==> src/rtl/p2s_pkg.sv <==
package p2s_pkg;

    localparam int unsigned DEF_WORD_W = 4;

    typedef enum logic {
        CONV_SINGLE  = 1'b0,
        CONV_CASCADE = 1'b1
    } conv_mode_e;

    // Number of serial bits emitted per load in the given mode.
    function automatic int unsigned frame_len(conv_mode_e m, int unsigned w);
        return (m == CONV_CASCADE) ? 2 * w : w;
    endfunction

endpackage

==> src/rtl/p2s_divider.sv <==
// Phase counter: cleared asynchronously by sync, synchronously by rst.
// Its upper bits are the divided clocks.
module p2s_divider #(
    parameter int unsigned WORD_W = p2s_pkg::DEF_WORD_W,
    localparam int unsigned PH_W  = $clog2(2 * WORD_W),
    localparam int unsigned SUB_W = $clog2(WORD_W)
) (
    input  logic            clk,
    input  logic            rst,
    input  logic            sync,
    output logic [PH_W-1:0] phase,
    output logic            clk_div_word,
    output logic            clk_div_frame
);

    always_ff @(posedge clk or posedge sync) begin
        if (sync) begin
            phase <= '0;
        end else if (rst) begin
            phase <= '0;
        end else begin
            phase <= phase + PH_W'(1);
        end
    end

    assign clk_div_word  = phase[SUB_W-1];
    assign clk_div_frame = phase[PH_W-1];

endmodule

==> src/rtl/p2s_shifter.sv <==
// Load and shift path: picks the next bit to send on each rising edge.
module p2s_shifter #(
    parameter int unsigned WORD_W = p2s_pkg::DEF_WORD_W,
    localparam int unsigned PH_W  = $clog2(2 * WORD_W),
    localparam int unsigned SUB_W = $clog2(WORD_W)
) (
    input  logic                 clk,
    input  logic                 rst,
    input  logic                 sync,
    input  p2s_pkg::conv_mode_e  mode,
    input  logic [PH_W-1:0]      phase,
    input  logic [WORD_W-1:0]    din,
    input  logic                 ser_in,
    output logic                 bit_q
);
    import p2s_pkg::*;

    logic [WORD_W-1:0] sh;
    logic [SUB_W-1:0]  sub_pos;
    logic              upper_half;
    logic              load;
    logic              from_chain;

    assign sub_pos    = phase[SUB_W-1:0];
    assign upper_half = phase[PH_W-1];

    always_comb begin
        load       = (sub_pos == '0) && ((mode == CONV_SINGLE) || !upper_half);
        from_chain = (mode == CONV_CASCADE) && upper_half;
    end

    always_ff @(posedge clk) begin
        if (rst) begin
            sh    <= '0;
            bit_q <= 1'b0;
        end else if (!sync) begin
            if (load) begin
                sh    <= din >> 1;
                bit_q <= din[0];
            end else begin
                sh    <= sh >> 1;
                bit_q <= from_chain ? ser_in : sh[0];
            end
        end
    end

endmodule

==> src/rtl/p2s_out_stage.sv <==
// Falling-edge serial output register; frozen while sync is held.
module p2s_out_stage (
    input  logic clk,
    input  logic rst,
    input  logic sync,
    input  logic bit_q,
    output logic sout
);

    always_ff @(negedge clk) begin
        if (rst) begin
            sout <= 1'b0;
        end else if (!sync) begin
            sout <= bit_q;
        end
    end

endmodule

==> src/rtl/p2s_converter.sv <==
module p2s_converter #(
    parameter int unsigned WORD_W = p2s_pkg::DEF_WORD_W,
    localparam int unsigned PH_W  = $clog2(2 * WORD_W)
) (
    input  logic              clk,
    input  logic              rst,
    input  logic              sync,
    input  logic              mode,
    input  logic [WORD_W-1:0] din,
    input  logic              ser_in,
    output logic              sout,
    output logic              clk_div_word,
    output logic              clk_div_frame
);
    import p2s_pkg::*;

    logic [PH_W-1:0] phase;
    logic            bit_q;
    conv_mode_e      mode_e;

    assign mode_e = conv_mode_e'(mode);

    p2s_divider #(.WORD_W(WORD_W)) u_div (
        .clk           (clk),
        .rst           (rst),
        .sync          (sync),
        .phase         (phase),
        .clk_div_word  (clk_div_word),
        .clk_div_frame (clk_div_frame)
    );

    p2s_shifter #(.WORD_W(WORD_W)) u_shift (
        .clk    (clk),
        .rst    (rst),
        .sync   (sync),
        .mode   (mode_e),
        .phase  (phase),
        .din    (din),
        .ser_in (ser_in),
        .bit_q  (bit_q)
    );

    p2s_out_stage u_out (
        .clk   (clk),
        .rst   (rst),
        .sync  (sync),
        .bit_q (bit_q),
        .sout  (sout)
    );

endmodule

==> config.mk <==
export PLATFORM = sky130hd
export DESIGN_NAME = p2s_converter
export DESIGN_NICKNAME = d
export VERILOG_FILES = /design/src/rtl/p2s_pkg.sv /design/src/rtl/p2s_divider.sv /design/src/rtl/p2s_shifter.sv /design/src/rtl/p2s_out_stage.sv /design/src/rtl/p2s_converter.sv
export SDC_FILE = /design/constraint.sdc
export NUM_CORES = 1
export LEC_CHECK = 0
export ABC_AREA = 1
export BUFFER_PORTS_ARGS = -buffer_cell sky130_fd_sc_hd__buf_4
export CAP_MARGIN = 20
export CORE_AREA = 8 8 45 47
export DETAILED_ROUTE_END_ITERATION = 7
export DIE_AREA = 0 0 53 55
export HOLD_SLACK_MARGIN = 0.05
export PLACE_DENSITY = 0.45
export SETUP_SLACK_MARGIN = 0.2
export SLEW_MARGIN = 20
export SYNTH_ARGS = -nofsm -noshare
export SYNTH_HDL_FRONTEND = slang
export SYNTH_SLANG_ARGS = --single-unit
export TNS_END_PERCENT = 100
==> constraint.sdc <==
create_clock -name clk -period 1.51 [get_ports clk]
set_clock_uncertainty 0.05 [all_clocks]
set_input_delay 0.0755 -clock clk [delete_from_list [all_inputs] [get_ports clk]]
set_output_delay 0.0755 -clock clk [all_outputs]
set_load 0.05 [all_outputs]
==> impl_metrics.env <==
export IMPL_synthMuxAreaShare=0
export IMPL_synth_seq_area_share=0.4651
export IMPL_area_growth_pct=51.16
export IMPL_min_path_cells=5
export IMPL_yosys_register_bits=8
export IMPL_fin_area_um2=569.3
export IMPL_endpoint_kind="output port"
export IMPL_wl_per_cell_um=10.60
export IMPL_grt_max_degree=12
export IMPL_synth_compound_area_share=0.1296
export IMPL_required_ns=1.38
export IMPL_worstSetupPathType="reg2out"
export IMPL_grt_pass1_wl_mm=1.462
export IMPL_setup_violations=1
export IMPL_final_cells=84
export IMPL_row_count=14
export IMPL_crit_buf_inv=1
export IMPL_grt_setup_unrepaired="true"
export IMPL_grt_ovfl_total=0
export IMPL_rr_endpoint="u_out.sout"
export IMPL_vias=372
export IMPL_drive_gt1_frac=0.3529
export IMPL_synth_cell_type_count=14
export IMPL_hold_path_class="in2reg"
export IMPL_dp_cells=77
export IMPL_post_route_util=0.4114
export IMPL_clock_sinks=8
export IMPL_clk_pin_slew_ns=0.06
export IMPL_power_density_nw_per_um2=986.2
export IMPL_leakagePower_nw=0.2815
export IMPL_hold_ws_ns=0.08927
export IMPL_finalHoldViolCount=0
export IMPL_synthSimpleGateAreaFrac=0.2458
export IMPL_htreeDepth=1
export IMPL_die_x_um=53
export IMPL_r2r_slack_ns=0.19
export IMPL_r2r_start="u_shift.bit_q"
export IMPL_min_from="din[2]"
export IMPL_syn_nets=59
export IMPL_syn_area_per_cell_um2=7.846
export IMPL_slowest_stage="dfxtp_2"
export IMPL_wirelength_um=890
export IMPL_violations="negative setup slack"
export IMPL_fp_coreArea_um2=1384
export IMPL_numPortBuffers=11
export IMPL_final_max_slew_viol_count=0
export IMPL_initial_core_util=0.2722
export IMPL_min_to="u_shift.sh[1]"
export IMPL_cts_setup_buffers=0
export IMPL_status="complete, but fails checks"
export IMPL_rr_worst_depth=2
export IMPL_io_pins=12
export IMPL_max_stage_delay_ns=0.33
export IMPL_synthAdderAreaFrac=0.06645
export IMPL_max_slew_margin_rel=0.8863
export IMPL_netlist_instances=48
export IMPL_grt_use_total=0.07131
export IMPL_chipHeight_um=55
export IMPL_drcViolationCount=0
export IMPL_antenna_cells=0
export IMPL_antenna_found_initial=0
export IMPL_ant_nets=0
export IMPL_clockBufferDepth=2
export IMPL_crit_chain="buf_8"
export IMPL_ir_worst_vdd_v=0.0005171
export IMPL_cts_buffers=3
export IMPL_yosys_warnings=0
export IMPL_place_hpwl_um=651.5
export IMPL_dieArea_um2=2915
export IMPL_via_per_inst=4.429
export IMPL_fill_cells=147
export IMPL_setup_ws_ns=-0.1568
export IMPL_cts_root_buffer="clkbuf_4"
export IMPL_worst_slew_pin_transition_ns=0.1705
export IMPL_gp_congestion=0.6342
export IMPL_synth_top_family_by_area="simple AND/OR/NAND/NOR gates"
export IMPL_drv_cap=0
export IMPL_grt_pass1_vias=352
export IMPL_worstPathMaxFanout=2
export IMPL_cpLargestDelayFamily="flip-flops"
export IMPL_start_kind="flip-flop"
export IMPL_first_iter_violations=10
export IMPL_synthXorXnorAreaFrac=0.02326
export IMPL_clk_latency_ns=0.26
export IMPL_cp_startpoint="u_out.sout"
export IMPL_cts_tree="done"
export IMPL_crit_arrival_ns=1.54
export IMPL_first_pass_iters=4
export IMPL_syn_area_um2=376.6
export IMPL_final_nets=80
export IMPL_place_area_um2=498.0
cells by family (layout without fill, tap and decap cells):
kind of cell,after synthesis,in the layout
AND/OR/NAND/NOR,22,22
AO/OA/AOI/OAI,8,8
flip-flops,8,8
adder cells (fa/ha/maj),2,2
buffers and inverters,7,27
XOR/XNOR,1,1
worst max-delay path by stage:
stage / endpoint / slack, ns / depth (start not counted)
2_1_floorplan: u_out.sout / 0.17 / 2
3_3_place_gp: sout / 0.14 / 1
3_5_place_dp: sout / 0.14 / 1
4_1_cts: sout / -0.17 / 1
5_1_grt: sout / -0.21 / 1
6_report: sout / -0.16 / 1
Yosys cell counts:
master | count | area [um2]
a21oi_1 | 1 | 5.000
nand3_1 | 6 | 30.03
dfxtp_1 | 5 | 100.1
nand2_1 | 4 | 15.01
a21boi_1 | 1 | 7.510
a21boi_2 | 1 | 11.26
dfrtp_1 | 3 | 75.07
ha_1 | 2 | 25.02
o21ai_0 | 5 | 25.02
nor2_1 | 11 | 41.29
xnor2_1 | 1 | 8.760
inv_1 | 6 | 22.52
nand2_2 | 1 | 6.260
clkinv_1 | 1 | 3.750
sequential cells by signal (all words and copies together), names as in the netlist:
register and cells:
u_shift.sh 3, u_div.phase 3, u_out.sout 1, u_shift.bit_q 1
per-stage QoR:
step	TNS [ns]	setup WS (ns)	total power [W]
3_3_place_gp	0	0.1433	0.0003683
6_report	-0.1568	-0.1568	0.0005614
4_1_cts	-0.1707	-0.1707	0.0005737
5_1_grt	-0.2059	-0.2059	0.0006061
2_1_floorplan	0	0.1657	0.0003239
3_5_place_dp	0	0.1383	0.0003689
power breakdown:
part,switching [W],internal (W)
Sequential,0.0000113,0.000230
Clock,0.0000887,0.000105
Combinational,0.0000673,0.0000583
Total,0.000167,0.000394
tightest hold or removal path, cell delays in order:
cell and delay [ns]:
buf_4 0.07, nand3_1 0.06, nand2_1 0.06, nor2_1 0.03, nor2_1 0.06
repair_timing:
action | CTS | global route
pin swaps | 1 | 1
endpoints found under the setup margin | 2 | 3
resized for setup | 3 | 2
hold buffers | 3 | 0
hold endpoints to repair | 7 | 0
cell usage in the layout (no fill, tap or decap), drive strengths merged:
cell	n
a21oi	1
dlygate4sd3	3
clkbuf	4
inv	6
xnor2	1
dfxtp	5
ha	2
nand2	5
buf	13
nor2	11
clkinv	1
a21boi	2
o21ai	5
nand3	6
dfrtp	3
layer usage:
layer,wire (um),share of wire,global-route usage
met1,387,0.43,0.07988
met2,383,0.43,0.09570
met3,111,0.12,0.06150
met4,6,0.0067,0.02586
met5,0,0,0
final cells by class:
| type | instances | area (um2) | share of cell area |
|---|---|---|---|
| multi-input combinational | 33 | 181.4 | 0.3187 |
| inverter | 6 | 23.77 | 0.04176 |
| clock buffer | 4 | 26.28 | 0.04615 |
| tap | 16 | 20.02 | 0.03516 |
| sequential | 8 | 178.9 | 0.3143 |
| clock inverter | 1 | 3.754 | 0.006593 |
| timing repair buffer | 16 | 135.1 | 0.2374 |
(Power assumes the default switching activity.)
